==> src/rtl/uart_irq_pkg.sv <==
// Shared constants for the UART interrupt identification controller.
// Assumes a 3-bit register offset and the conventional priority order.
package uart_irq_pkg;
    localparam int ADDR_W = 3;
    localparam int WDAT_W = 4;
    localparam int NSRC   = 4;                 // causes, index 0 = highest
    localparam int CODE_W = $clog2(NSRC);
    localparam int IID_W  = CODE_W + 2;

    // register offsets whose access has a side effect
    localparam logic [ADDR_W-1:0] OFS_DATA = 3'd0;
    localparam logic [ADDR_W-1:0] OFS_EN   = 3'd1;
    localparam logic [ADDR_W-1:0] OFS_IID  = 3'd2;
    localparam logic [ADDR_W-1:0] OFS_MCR  = 3'd4;
    localparam logic [ADDR_W-1:0] OFS_LSR  = 3'd5;
    localparam logic [ADDR_W-1:0] OFS_MSR  = 3'd6;

    // enable register bit positions
    localparam int EN_RX   = 0;
    localparam int EN_THRE = 1;
    localparam int EN_LINE = 2;
    localparam int EN_MDM  = 3;
    localparam int OUT2_BIT = 3;

    // priority slots
    typedef enum int {
        SLOT_LINE = 0,
        SLOT_RX   = 1,
        SLOT_THRE = 2,
        SLOT_MDM  = 3
    } slot_e;
endpackage

==> src/rtl/uart_irq_regs.sv <==
// Access decoder: holds the enable register and the OUT2 bit, and turns
// bus strobes into one-cycle side-effect pulses for the cause flags.
// Assumes each strobe is high for one cycle per access.
module uart_irq_regs
    import uart_irq_pkg::*;
#(
    parameter int AW = ADDR_W,
    parameter int DW = WDAT_W
) (
    input  logic          clk,
    input  logic          rst_n,
    input  logic          acc_rd,
    input  logic          acc_wr,
    input  logic [AW-1:0] acc_addr,
    input  logic [DW-1:0] acc_wdata,
    output logic [DW-1:0] en_q,
    output logic          out2_q,
    output logic          rd_data,
    output logic          rd_iid,
    output logic          rd_lsr,
    output logic          rd_msr,
    output logic          wr_data
);
    // decode side-effect pulses from the current access
    always_comb begin
        rd_data = acc_rd && (acc_addr == OFS_DATA);
        rd_iid  = acc_rd && (acc_addr == OFS_IID);
        rd_lsr  = acc_rd && (acc_addr == OFS_LSR);
        rd_msr  = acc_rd && (acc_addr == OFS_MSR);
        wr_data = acc_wr && (acc_addr == OFS_DATA);
    end

    // hold the enable register
    always_ff @(posedge clk) begin
        if (!rst_n)                                en_q <= '0;
        else if (acc_wr && (acc_addr == OFS_EN))   en_q <= acc_wdata;
    end

    // hold the OUT2 request gate
    always_ff @(posedge clk) begin
        if (!rst_n)                                out2_q <= 1'b0;
        else if (acc_wr && (acc_addr == OFS_MCR))  out2_q <= acc_wdata[OUT2_BIT];
    end
endmodule

==> src/rtl/uart_irq_sticky.sv <==
// Bank of event-latched cause flags. Each flag sets on its event pulse
// and clears on its service pulse; the event wins when both coincide.
module uart_irq_sticky #(
    parameter int NUM = 3
) (
    input  logic           clk,
    input  logic           rst_n,
    input  logic [NUM-1:0] set_i,
    input  logic [NUM-1:0] clr_i,
    output logic [NUM-1:0] pend_q
);
    for (genvar g = 0; g < NUM; g++) begin : g_flag
        // latch one cause until serviced
        always_ff @(posedge clk) begin
            if (!rst_n)         pend_q[g] <= 1'b0;
            else if (set_i[g])  pend_q[g] <= 1'b1;
            else if (clr_i[g])  pend_q[g] <= 1'b0;
        end


        set_wins_chk: assert property (@(posedge clk) disable iff (!rst_n)
            set_i[g] |=> pend_q[g]);

        clear_takes_chk: assert property (@(posedge clk) disable iff (!rst_n)
            (clr_i[g] && !set_i[g]) |=> !pend_q[g]);
    end
endmodule

==> src/rtl/uart_irq_thre.sv <==
// Transmit-empty cause flag. Arms on a rising THRE level, or when the
// cause's enable goes high with THRE already high; clears on a data
// write or on an identification read that reports this cause.
module uart_irq_thre (
    input  logic clk,
    input  logic rst_n,
    input  logic thre,
    input  logic en,
    input  logic clr_wr,
    input  logic clr_iid,
    output logic pend_q
);
    logic thre_d, en_d, arm;

    // remember previous THRE and enable levels for edge detection
    always_ff @(posedge clk) begin
        if (!rst_n) begin
            thre_d <= 1'b0;
            en_d   <= 1'b0;
        end else begin
            thre_d <= thre;
            en_d   <= en;
        end
    end

    // form the arm condition from the two edges
    always_comb arm = thre && (!thre_d || (en && !en_d));

    // latch the cause until serviced
    always_ff @(posedge clk) begin
        if (!rst_n)                 pend_q <= 1'b0;
        else if (arm)               pend_q <= 1'b1;
        else if (clr_wr || clr_iid) pend_q <= 1'b0;
    end


    thre_clear_chk: assert property (@(posedge clk) disable iff (!rst_n)
        ((clr_wr || clr_iid) && !arm) |=> !pend_q);

    thre_rearm_chk: assert property (@(posedge clk) disable iff (!rst_n)
        ($rose(en) && thre) |=> pend_q);
endmodule

==> src/rtl/uart_irq_prio.sv <==
// Fixed-priority encoder: picks the lowest-index pending and enabled
// cause and forms the identification value (bit 0 = none pending,
// bits CODE_W:1 = NSRC-1-slot, top bit 0).
module uart_irq_prio
    import uart_irq_pkg::*;
#(
    parameter int N  = NSRC,
    parameter int CW = CODE_W
) (
    input  logic          clk,
    input  logic          rst_n,
    input  logic [N-1:0]  pend,
    input  logic [N-1:0]  en,
    output logic [N-1:0]  grant,
    output logic [CW+1:0] iid,
    output logic          any
);
    logic [N-1:0]  act;
    logic [CW-1:0] code;

    // select the winning cause by slot order
    always_comb begin
        act   = pend & en;
        grant = '0;
        code  = '0;
        any   = 1'b0;
        for (int i = 0; i < N; i++) begin
            if (act[i] && !any) begin
                grant[i] = 1'b1;
                code     = CW'(N - 1 - i);
                any      = 1'b1;
            end
        end
        iid = {1'b0, code, !any};
    end


    one_winner_chk: assert property (@(posedge clk) disable iff (!rst_n)
        $onehot0(grant));

    masked_quiet_chk: assert property (@(posedge clk) disable iff (!rst_n)
        ((pend & en) == '0) |-> (iid == {{(CW+1){1'b0}}, 1'b1}));
endmodule

==> src/rtl/uart_irq_ident.sv <==
// Top: interrupt identification controller for a 16550-style UART.
// Collects line-status, received-data, transmit-empty and modem causes,
// reports the winner and drives the OUT2-gated request. Assumes event
// inputs are one-cycle pulses synchronous to clk.
module uart_irq_ident
    import uart_irq_pkg::*;
#(
    parameter int AW = ADDR_W,
    parameter int DW = WDAT_W
) (
    input  logic          clk,
    input  logic          rst_n,
    input  logic          acc_rd,
    input  logic          acc_wr,
    input  logic [AW-1:0] acc_addr,
    input  logic [DW-1:0] acc_wdata,
    input  logic          line_err_evt,
    input  logic          rx_byte_evt,
    input  logic          thre,
    input  logic          temt,
    input  logic          modem_chg_evt,
    output logic [3:0]    iid,
    output logic          irq
);
    localparam int NSTK = 3;

    logic [DW-1:0]   en_q;
    logic            out2_q, rd_data, rd_iid, rd_lsr, rd_msr, wr_data;
    logic [NSTK-1:0] stk_set, stk_clr, stk_pend;
    logic            thre_pend;
    logic [NSRC-1:0] pend_v, en_v, grant;
    logic [IID_W-1:0] iid_w;
    logic            any;

    uart_irq_regs #(.AW(AW), .DW(DW)) u_regs (
        .clk(clk), .rst_n(rst_n),
        .acc_rd(acc_rd), .acc_wr(acc_wr),
        .acc_addr(acc_addr), .acc_wdata(acc_wdata),
        .en_q(en_q), .out2_q(out2_q),
        .rd_data(rd_data), .rd_iid(rd_iid), .rd_lsr(rd_lsr),
        .rd_msr(rd_msr), .wr_data(wr_data)
    );

    // route events and services to the sticky bank: line, rx, modem
    always_comb begin
        stk_set = {modem_chg_evt, rx_byte_evt, line_err_evt};
        stk_clr = {rd_msr, rd_data, rd_lsr};
    end

    uart_irq_sticky #(.NUM(NSTK)) u_stk (
        .clk(clk), .rst_n(rst_n),
        .set_i(stk_set), .clr_i(stk_clr), .pend_q(stk_pend)
    );

    uart_irq_thre u_thre (
        .clk(clk), .rst_n(rst_n), .thre(thre),
        .en(en_q[EN_THRE]), .clr_wr(wr_data),
        .clr_iid(rd_iid && grant[SLOT_THRE]),
        .pend_q(thre_pend)
    );

    // arrange flags and enables in priority slot order
    always_comb begin
        pend_v[SLOT_LINE] = stk_pend[0];
        pend_v[SLOT_RX]   = stk_pend[1];
        pend_v[SLOT_THRE] = thre_pend;
        pend_v[SLOT_MDM]  = stk_pend[2];
        en_v[SLOT_LINE]   = en_q[EN_LINE];
        en_v[SLOT_RX]     = en_q[EN_RX];
        en_v[SLOT_THRE]   = en_q[EN_THRE];
        en_v[SLOT_MDM]    = en_q[EN_MDM];
    end

    uart_irq_prio #(.N(NSRC), .CW(CODE_W)) u_prio (
        .clk(clk), .rst_n(rst_n), .pend(pend_v), .en(en_v),
        .grant(grant), .iid(iid_w), .any(any)
    );

    // drive the outputs
    always_comb begin
        iid = iid_w;
        irq = any && out2_q;
    end


    lsr_clears_chk: assert property (@(posedge clk) disable iff (!rst_n)
        (acc_rd && acc_addr == OFS_LSR && !line_err_evt) |=> (iid != 4'b0110));

    data_rd_clears_chk: assert property (@(posedge clk) disable iff (!rst_n)
        (acc_rd && acc_addr == OFS_DATA && !rx_byte_evt && !line_err_evt)
        |=> (iid != 4'b0100));

    msr_clears_chk: assert property (@(posedge clk) disable iff (!rst_n)
        (acc_rd && acc_addr == OFS_MSR && !modem_chg_evt) |=> (iid != 4'b0000));

    out2_gate_chk: assert property (@(posedge clk) disable iff (!rst_n)
        (acc_wr && acc_addr == OFS_MCR && !acc_wdata[OUT2_BIT]) |=> !irq);

    temt_inert_chk: assert property (@(posedge clk) disable iff (!rst_n)
        (!$stable(temt) && $stable(thre) && $stable(en_q) && !acc_rd && !acc_wr
         && !line_err_evt && !rx_byte_evt && !modem_chg_evt) |=> $stable(iid));
endmodule

==> config.mk <==
export PLATFORM = sky130hd
export DESIGN_NAME = uart_irq_ident
export DESIGN_NICKNAME = d
export VERILOG_FILES = /design/src/rtl/uart_irq_pkg.sv /design/src/rtl/uart_irq_regs.sv /design/src/rtl/uart_irq_sticky.sv /design/src/rtl/uart_irq_thre.sv /design/src/rtl/uart_irq_prio.sv /design/src/rtl/uart_irq_ident.sv
export SDC_FILE = /design/constraint.sdc
export NUM_CORES = 1
export LEC_CHECK = 0
export ABC_AREA = 1
export CAP_MARGIN = 25
export CORE_ASPECT_RATIO = 1.1
export CORE_MARGIN = 1.5
export CORE_UTILIZATION = 40
export DETAILED_ROUTE_END_ITERATION = 10
export DONT_BUFFER_PORTS = 1
export PLACE_DENSITY = 0.51
export SYNTH_ARGS = -nofsm -noshare
export SYNTH_HDL_FRONTEND = slang
export SYNTH_HIERARCHICAL = 1
export SYNTH_SLANG_ARGS = --single-unit
==> constraint.sdc <==
create_clock -name clk -period 1 [get_ports clk]
set_input_delay 0.15 -clock clk [delete_from_list [all_inputs] [get_ports clk]]
set_output_delay 0.15 -clock clk [all_outputs]
set_load 0.03 [all_outputs]
Word level (Yosys, flattened, before mapping)
Cells that the tools add are included.
- logic and storage cells: 58
- bits in registers: 11
- bits of input ports: 16
- output and inout bits: 5
- eq/ne operators: 5
- multiplexer cells: 17
- bitwise operators: 1
- reduce and logical (&&, ||, !) cells: 27
- operator list (kind ; number):
    $logic_and 1x1->1 ; 14
    $mux 1 ; 13
    $eq 3x3->1 const B ; 3
    $mux 2 ; 4
    $reduce_bool 2->1 ; 4
    $logic_not 1->1 ; 6
    $and 4x4->4 ; 1
    $eq 3x1->1 const B ; 1
    $eq 3x2->1 const B ; 1
    $logic_not 3->1 ; 1
    $logic_or 1x1->1 ; 2

Longest topological paths before layout
Gate-level depths: netlist of run 1.
- depth in word-level cells: 12
- depth in mapped cells: 8
- mapped depth without buffers: 8

Cells and area by module
Netlist of run 1, hierarchy kept.
- by module, submodules not included (module ; area an instance (sq um) ; sequential area each (sq um) ; cells each ; times used):
    uart_irq_regs ; 290.3 ; 100.1 ; 49 ; 1
    uart_irq_thre ; 115.1 ; 60.1 ; 17 ; 1
    uart_irq_sticky ; 112.6 ; 60.1 ; 16 ; 1
    uart_irq_prio ; 85.1 ; 0.0 ; 17 ; 1
    uart_irq_ident ; 15.0 ; 0.0 ; 4 ; 1

Least setup slack after synthesis of run 1
OpenSTA, ideal clock, no wires.
- kind: register to register
- from: register u_stk.pend_q[1]
- to: register u_thre.pend_q
- buffers on the path: 0
- required time: 888 ps
- stages on the path, launching flop included: 9
- setup time: 112 ps
- period minus slack after synthesis: 1066 ps
- arrival: 954 ps
- setup slack: -66 ps
- cell sequence: dfxtp_1 nand2_2 nand2_1 nor2_1 nand2_1 inv_1 nor2_1 nand2_1 nand2_1
- word-level cells in the longest chain between the ends: 9
- RTL lines (what ; line ; source):
    start, declared ; uart_irq_sticky.sv:10 ; output logic [NUM-1:0] pend_q
    start signal, assigned by index ; uart_irq_sticky.sv:15 ; if (!rst_n) pend_q[g] <= 1'b0;
    start signal, assigned by index ; uart_irq_sticky.sv:16 ; else if (set_i[g]) pend_q[g] <= 1'b1;
    start signal, assigned by index ; uart_irq_sticky.sv:17 ; else if (clr_i[g]) pend_q[g] <= 1'b0;
    $and 4x4->4 ; uart_irq_prio.sv:23 ; act = pend & en;
    $logic_and 1x1->1 ; uart_irq_prio.sv:28 ; if (act[i] && !any) begin
    $mux 1 ; uart_irq_prio.sv:28 ;
    $logic_not 1->1 ; uart_irq_prio.sv:28 ;
    $logic_and 1x1->1 ; uart_irq_prio.sv:28 ;
    $mux 1 ; uart_irq_prio.sv:28 ;
    net grant[2] ; uart_irq_ident.sv:31 ; logic [NSRC-1:0] pend_v, en_v, grant;
    $logic_and 1x1->1 ; uart_irq_ident.sv:58 ; .clr_iid(rd_iid && grant[SLOT_THRE]),
    $logic_or 1x1->1 ; uart_irq_thre.sv:33 ; else if (clr_wr || clr_iid) pend_q <= 1'b0;
    $reduce_bool 2->1 (no source line) ; -- ;
    end signal, assigned ; uart_irq_thre.sv:31 ; if (!rst_n) pend_q <= 1'b0;
    end signal, assigned ; uart_irq_thre.sv:32 ; else if (arm) pend_q <= 1'b1;
    end signal, assigned ; uart_irq_thre.sv:33 ;
    end, declared ; uart_irq_thre.sv:11 ; output logic pend_q
The timed path passes the listed nets, and every way through them passes these cells.
A chain may end at the register's enable or synchronous reset.

Worst setup path in the final report of run 1
- from: register u_stk.pend_q[1]
- to: output port iid[0]
- word-level cells in the longest chain between the ends: 10
- RTL lines (what ; line ; source):
    $and 4x4->4 * ; uart_irq_prio.sv:23 ;
    $logic_and 1x1->1 * ; uart_irq_prio.sv:28 ;
    $mux 1 * ; uart_irq_prio.sv:28 ;
    $logic_not 1->1 ; uart_irq_prio.sv:28 ;
    $logic_and 1x1->1 ; uart_irq_prio.sv:28 ;
    $mux 1 * ; uart_irq_prio.sv:28 ;
    $logic_not 1->1 ; uart_irq_prio.sv:28 ;
    $logic_and 1x1->1 ; uart_irq_prio.sv:28 ;
    $mux 1 * ; uart_irq_prio.sv:28 ;
    $logic_not 1->1 * ; uart_irq_prio.sv:34 ; iid = {1'b0, code, !any};
    end, declared ; uart_irq_ident.sv:22 ; output logic [3:0] iid,
Every way passes the cells marked *; elsewhere a longest branch is shown, timed or not.

==> results of run 1 <==
## worst max path at each step
stage	cells after the start	end	slack (ns)
after floorplan	8	u_thre/pend_q	0.04
after global placement	4	irq	0.07
after detailed placement	4	irq	0.06
after CTS	4	iid[0]	-0.17
after global routing	4	iid[0]	-0.21
final	4	iid[0]	-0.15
## cell usage in the layout, fill, tap and decap left out, types with 2 or more instances in the layout
cell,instances
inv_1,23
nand2_1,22
nor2_1,14
dfxtp_2,7
nand3_1,6
dlygate4sd3_1,5
nor3_1,4
a21oi_1,4
dfxtp_1,4
inv_2,3
clkbuf_4,3
nand2_2,3
nor2_2,3
buf_6,2
buf_4,2
nand2_4,2
## critical path, cell delays in order, from the launching register on
cell	delay [ns]
dfxtp_2	0.34
nand2_4	0.09
nand3_2	0.08
nor2_2	0.10
buf_6	0.14
## final cells by class
class / count / area, sq um
Clock buffer: 3 / 22.5
Clock inverter: 1 / 5.00
Fill cell: 157 / 626
Inverter: 26 / 97.6
Multi-Input combinational cell: 62 / 297
Sequential cell: 11 / 229
Tap cell: 16 / 20.0
Timing Repair Buffer: 9 / 87.6
## state kept, by name, summed over array words and instances, names as in the netlist
name / flops
u_regs/en_q: 4
u_regs/out2_q: 1
u_stk/pend_q: 3
u_thre/en_d: 1
u_thre/pend_q: 1
u_thre/thre_d: 1
## what timing repair did
action | 4_1_cts | 5_1_grt
hold endpoints to repair | 10 | 0
gates resized for setup | 12 | 0
setup endpoints to repair | 4 | 4
pin swaps | 1 | 0
hold buffers | 5 | 0
## routing by layer
metal / track usage, % / up-vias / share of wire [%]
met5: 0 / - / 0
met4: 4.14 / 0 / 0
met3: 8.21 / 0 / 6.0
met2: 31.6 / 14 / 48
met1: 21.8 / 256 / 46
li1: - / 313 / -
## per-stage QoR
stage	cell area (sq um)	setup WS (ns)	total power (uW)	hold WS, ns	cells
floorplan	612	0.0439	580	0.248	100
global placement	654	0.0662	602	0.251	119
detailed placement	654	0.0554	603	0.255	119
CTS	758	-0.166	944	0.0261	128
global route	758	-0.208	984	0.0282	128
finish	758	-0.152	923	0.0316	128
## report_power, final
part | internal [uW] | switching, uW
Clock | 148 | 154
Combinational | 59.2 | 81.8
Sequential | 464 | 16.8
Total | 671 | 252
==> metrics.csv, run 1 <==
metric,value,unit
drv_slew,0,
setup_viol,4,
finalCriticalPeriod,1.15,ns
finClkSkew,0.00363,ns
drtPass1Iterations,4,
area_growth,24.9,%
die_area,0.00176,sq mm
drive_above_1_share,25.0,%
drtIter0Drc,11,
pin_count,21,
tns,-0.469,ns
syn_nets,116,
cellLeakagePower,0.000444,uW
drc,0,
n_antenna_cell,0,
ant_nets,0,
path_class,reg2out,
fin_nets,129,
end_kind,primary output,
max_freq,0.868,GHz
clk_pin_slew_worst_paths,0.07,ns
reg2reg_depth,8,
yosys_warnings,6,
hpwl,963,um
wl_per_cell,9.93,um
layout_setup_ws,-0.152,ns
grt_pass1_wl,2220,um
cts.sinks,11,
fp.coreArea,0.00138,sq mm
clk_latency,0.27,ns
final_util,54.8,%
post_cts.repair.setup_buffers,0,
violations,setup timing,
grt_start_max_net_pins,8,
grt_antenna_before_repair,0,
wl,1270,um
final_hold_viol_count,0,
htreeDepth,1,
crit_required,0.85,ns
rsz0062_at_grt,true,
cp-start-kind,flip-flop,
cts_tree,done,
port_buffers,0,
p_per_area,1220,mW/mm^2
cap_viol_max_count,0,
hold_path.class,in2reg,
cts_buffers,3,
start_util,43.9,%
arrival,1.00,ns
postSynthAreaPerCell,6.07,sq um
status,"finished, violations left",
via_count,583,
num_rows,14,
timing.final.crit_share,115,%
viasPerCell,4.55,
crit_fanout,4,
syn_inst,100,
whs_path_depth,2,
die_h,43.9,um
cts_root_buffer,clkbuf_4,
min_from,rst_n,
grt_pass1_vias,551,
gp_congestion,0.777,
netlist_area,607,sq um
rrSetupSlack,0.07,ns
die_x,40.1,um
startpoint,u_stk/pend_q[1],
grt_use_total,19.0,%
holdPathEnd,u_stk/pend_q[1],
overflow,0,
cts_buffer_depth,2,
r2r_end,u_thre/pend_q,
irDropWorstVdd,0.000946,V
reg2reg_from,u_stk/pend_q[0],
Note: power is estimated with default switching activity, not from simulation.
==> run 2: changes to the inputs <==
--- a/config.mk
+++ b/config.mk
@@ -5,7 +5,6 @@
 export SDC_FILE = /design/constraint.sdc
 export NUM_CORES = 1
 export LEC_CHECK = 0
-export ABC_AREA = 1
 export CAP_MARGIN = 25
 export CORE_ASPECT_RATIO = 1.1
 export CORE_MARGIN = 1.5
==> run 2 against run 1 <==
- die area shrank 5.4%
- critical path type unchanged
- highest routed layer is now met4
- the flow still finishes with violations (setup timing)
- wire length shrank 9.0%
- register-to-register slack lost 0.36 ns
- power shrank 4.6%
- largest cell class unchanged
- combinational power shrank 16%
- worst setup slack lost 0.16 ns
==> metrics.csv, run 2 <==
metric,value,unit
status,"finished, violations left",
violations,setup timing,
die_x,39.1,um
n_antenna_cell,0,
cellLeakagePower,0.000320,uW
final_util,54.7,%
clk_latency,0.26,ns
grt_pass1_vias,482,
grt_pass1_wl,1880,um
postSynthAreaPerCell,9.08,sq um
arrival,1.17,ns
min_from,line_err_evt,
netlist_area,572,sq um
largest_register_ffs,4,
syn_nets,79,
finalCriticalPeriod,1.32,ns
grt_antenna_before_repair,0,
finClkSkew,0.00419,ns
ant_nets,0,
p_per_area,1190,mW/mm^2
crit_required,0.85,ns
final_cell_mix,"13 x nand2_1, 8 x buf_4, 7 x dfxtp_1, 5 x mux2i_1, 4 x dfxtp_2",
drtIter0Drc,2,
grtUsageMet2,27.3,%
port_buffers,0,
end_kind,primary output,
irDropWorstVdd,0.000558,V
htreeDepth,1,
path_class,reg2out,
cap_viol_max_count,0,
cts_tree,done,
yosys_warnings,6,
layout_setup_ws,-0.316,ns
use_met1,18.5,%
placed_cell_area,642,sq um
max_freq,0.760,GHz
timing.final.crit_share,132,%
gr-max-usage-layer,met2,
grt_use_total,16.6,%
cts_root_buffer,clkbuf_4,
die_area,0.00167,sq mm
cts.sinks,11,
hpwl,873,um
drc,0,
syn_inst,63,
fp.coreArea,0.00135,sq mm
die_h,42.7,um
wl,1160,um
drtPass1Iterations,4,
cts_buffer_depth,2,
via_count,466,
drv_slew,0,
hold_path.class,in2reg,
num_rows,14,
setup_viol,5,
use_met3,5.24,%
start_util,42.4,%
rsz0062_at_grt,true,
final_hold_viol_count,0,
startpoint,u_regs/en_q[2],
viasPerCell,5.01,
crit_fanout,2,
overflow,0,
reg2reg_from,u_regs/en_q[2],
place_ws,-0.168,ns
total_power,881,uW
area_growth,29.1,%
fin_area,738,sq um
drive_above_1_share,35.1,%
cp-start-kind,flip-flop,
pin_count,21,
holdWs,0.00942,ns
cts_buffers,3,
fin_nets,94,
wl_per_cell,12.4,um
layout_commonest_cell,nand2_1,
gp_congestion,0.677,
reg_top3,"u_regs/en_q (4), u_stk/pend_q (3)",
top_register,u_regs/en_q,
grt_start_max_net_pins,15,
clk_pin_slew_worst_paths,0.07,ns
run 2: changes by cell type in the layout (fill, tap and decap cells not counted), moves of 4 or more:
cell / change
inv_1: -22
nor2_1: -11
nand2_1: -9
buf_4: +6
nand3_1: -6
mux2i_1: +5
a21oi_1: -4
run 2: final timing paths:
kind / end / slack [ns] / cells after the start
worst max register to register: u_thre/pend_q / -0.29 / 7
worst min register to register: u_regs/en_q[3] / 0.46 / 2
worst max-delay path: iid[0] / -0.32 / 3
worst min-delay path: u_stk/pend_q[0] / 0.009 / 1
run 2: through the flow:
step | std cells | setup TNS [ns]
after global placement | 85 | -0.353
after floorplan | 63 | -0.237
after detailed placement | 85 | -0.395
after CTS | 91 | -1.37
final | 93 | -1.39
after global routing | 93 | -1.69
run 2: where the power goes:
group / internal (uW) / total, uW / switching (uW)
clock: 154 / 294 / 140
combinational: 71.3 / 118 / 46.3
sequential: 459 / 470 / 10.8
run 2: layout make-up:
class,instances,area (sq um)
timing repair buffer,13,113
clock buffer,4,26.3
fill,130,611
multi-input combinational,47,347
inverter,2,7.51
tap,16,20.0
sequential,11,225
run 2: timing repair:
action / CTS / global route
hold buffers: 1 / 2
resized for setup: 8 / 3
cloned: 0 / 0
endpoints found under the hold margin: 2 / 3
setup endpoints to repair: 5 / 5
setup buffers: 1 / 0
pin swaps: 2 / 1
run 2: worst max-delay path: stages, from the launching register on:
cell and delay, ns:
dfxtp_2 0.33, a22oi_2 0.20, buf_4 0.15, and3_4 0.23
run 2: per-layer routing:
layer / wire (um) / vias up
li1: - / 238
met1: 529 / 211
met2: 538 / 15
met3: 76 / 2
met4: 12 / 0
met5: 0 / -
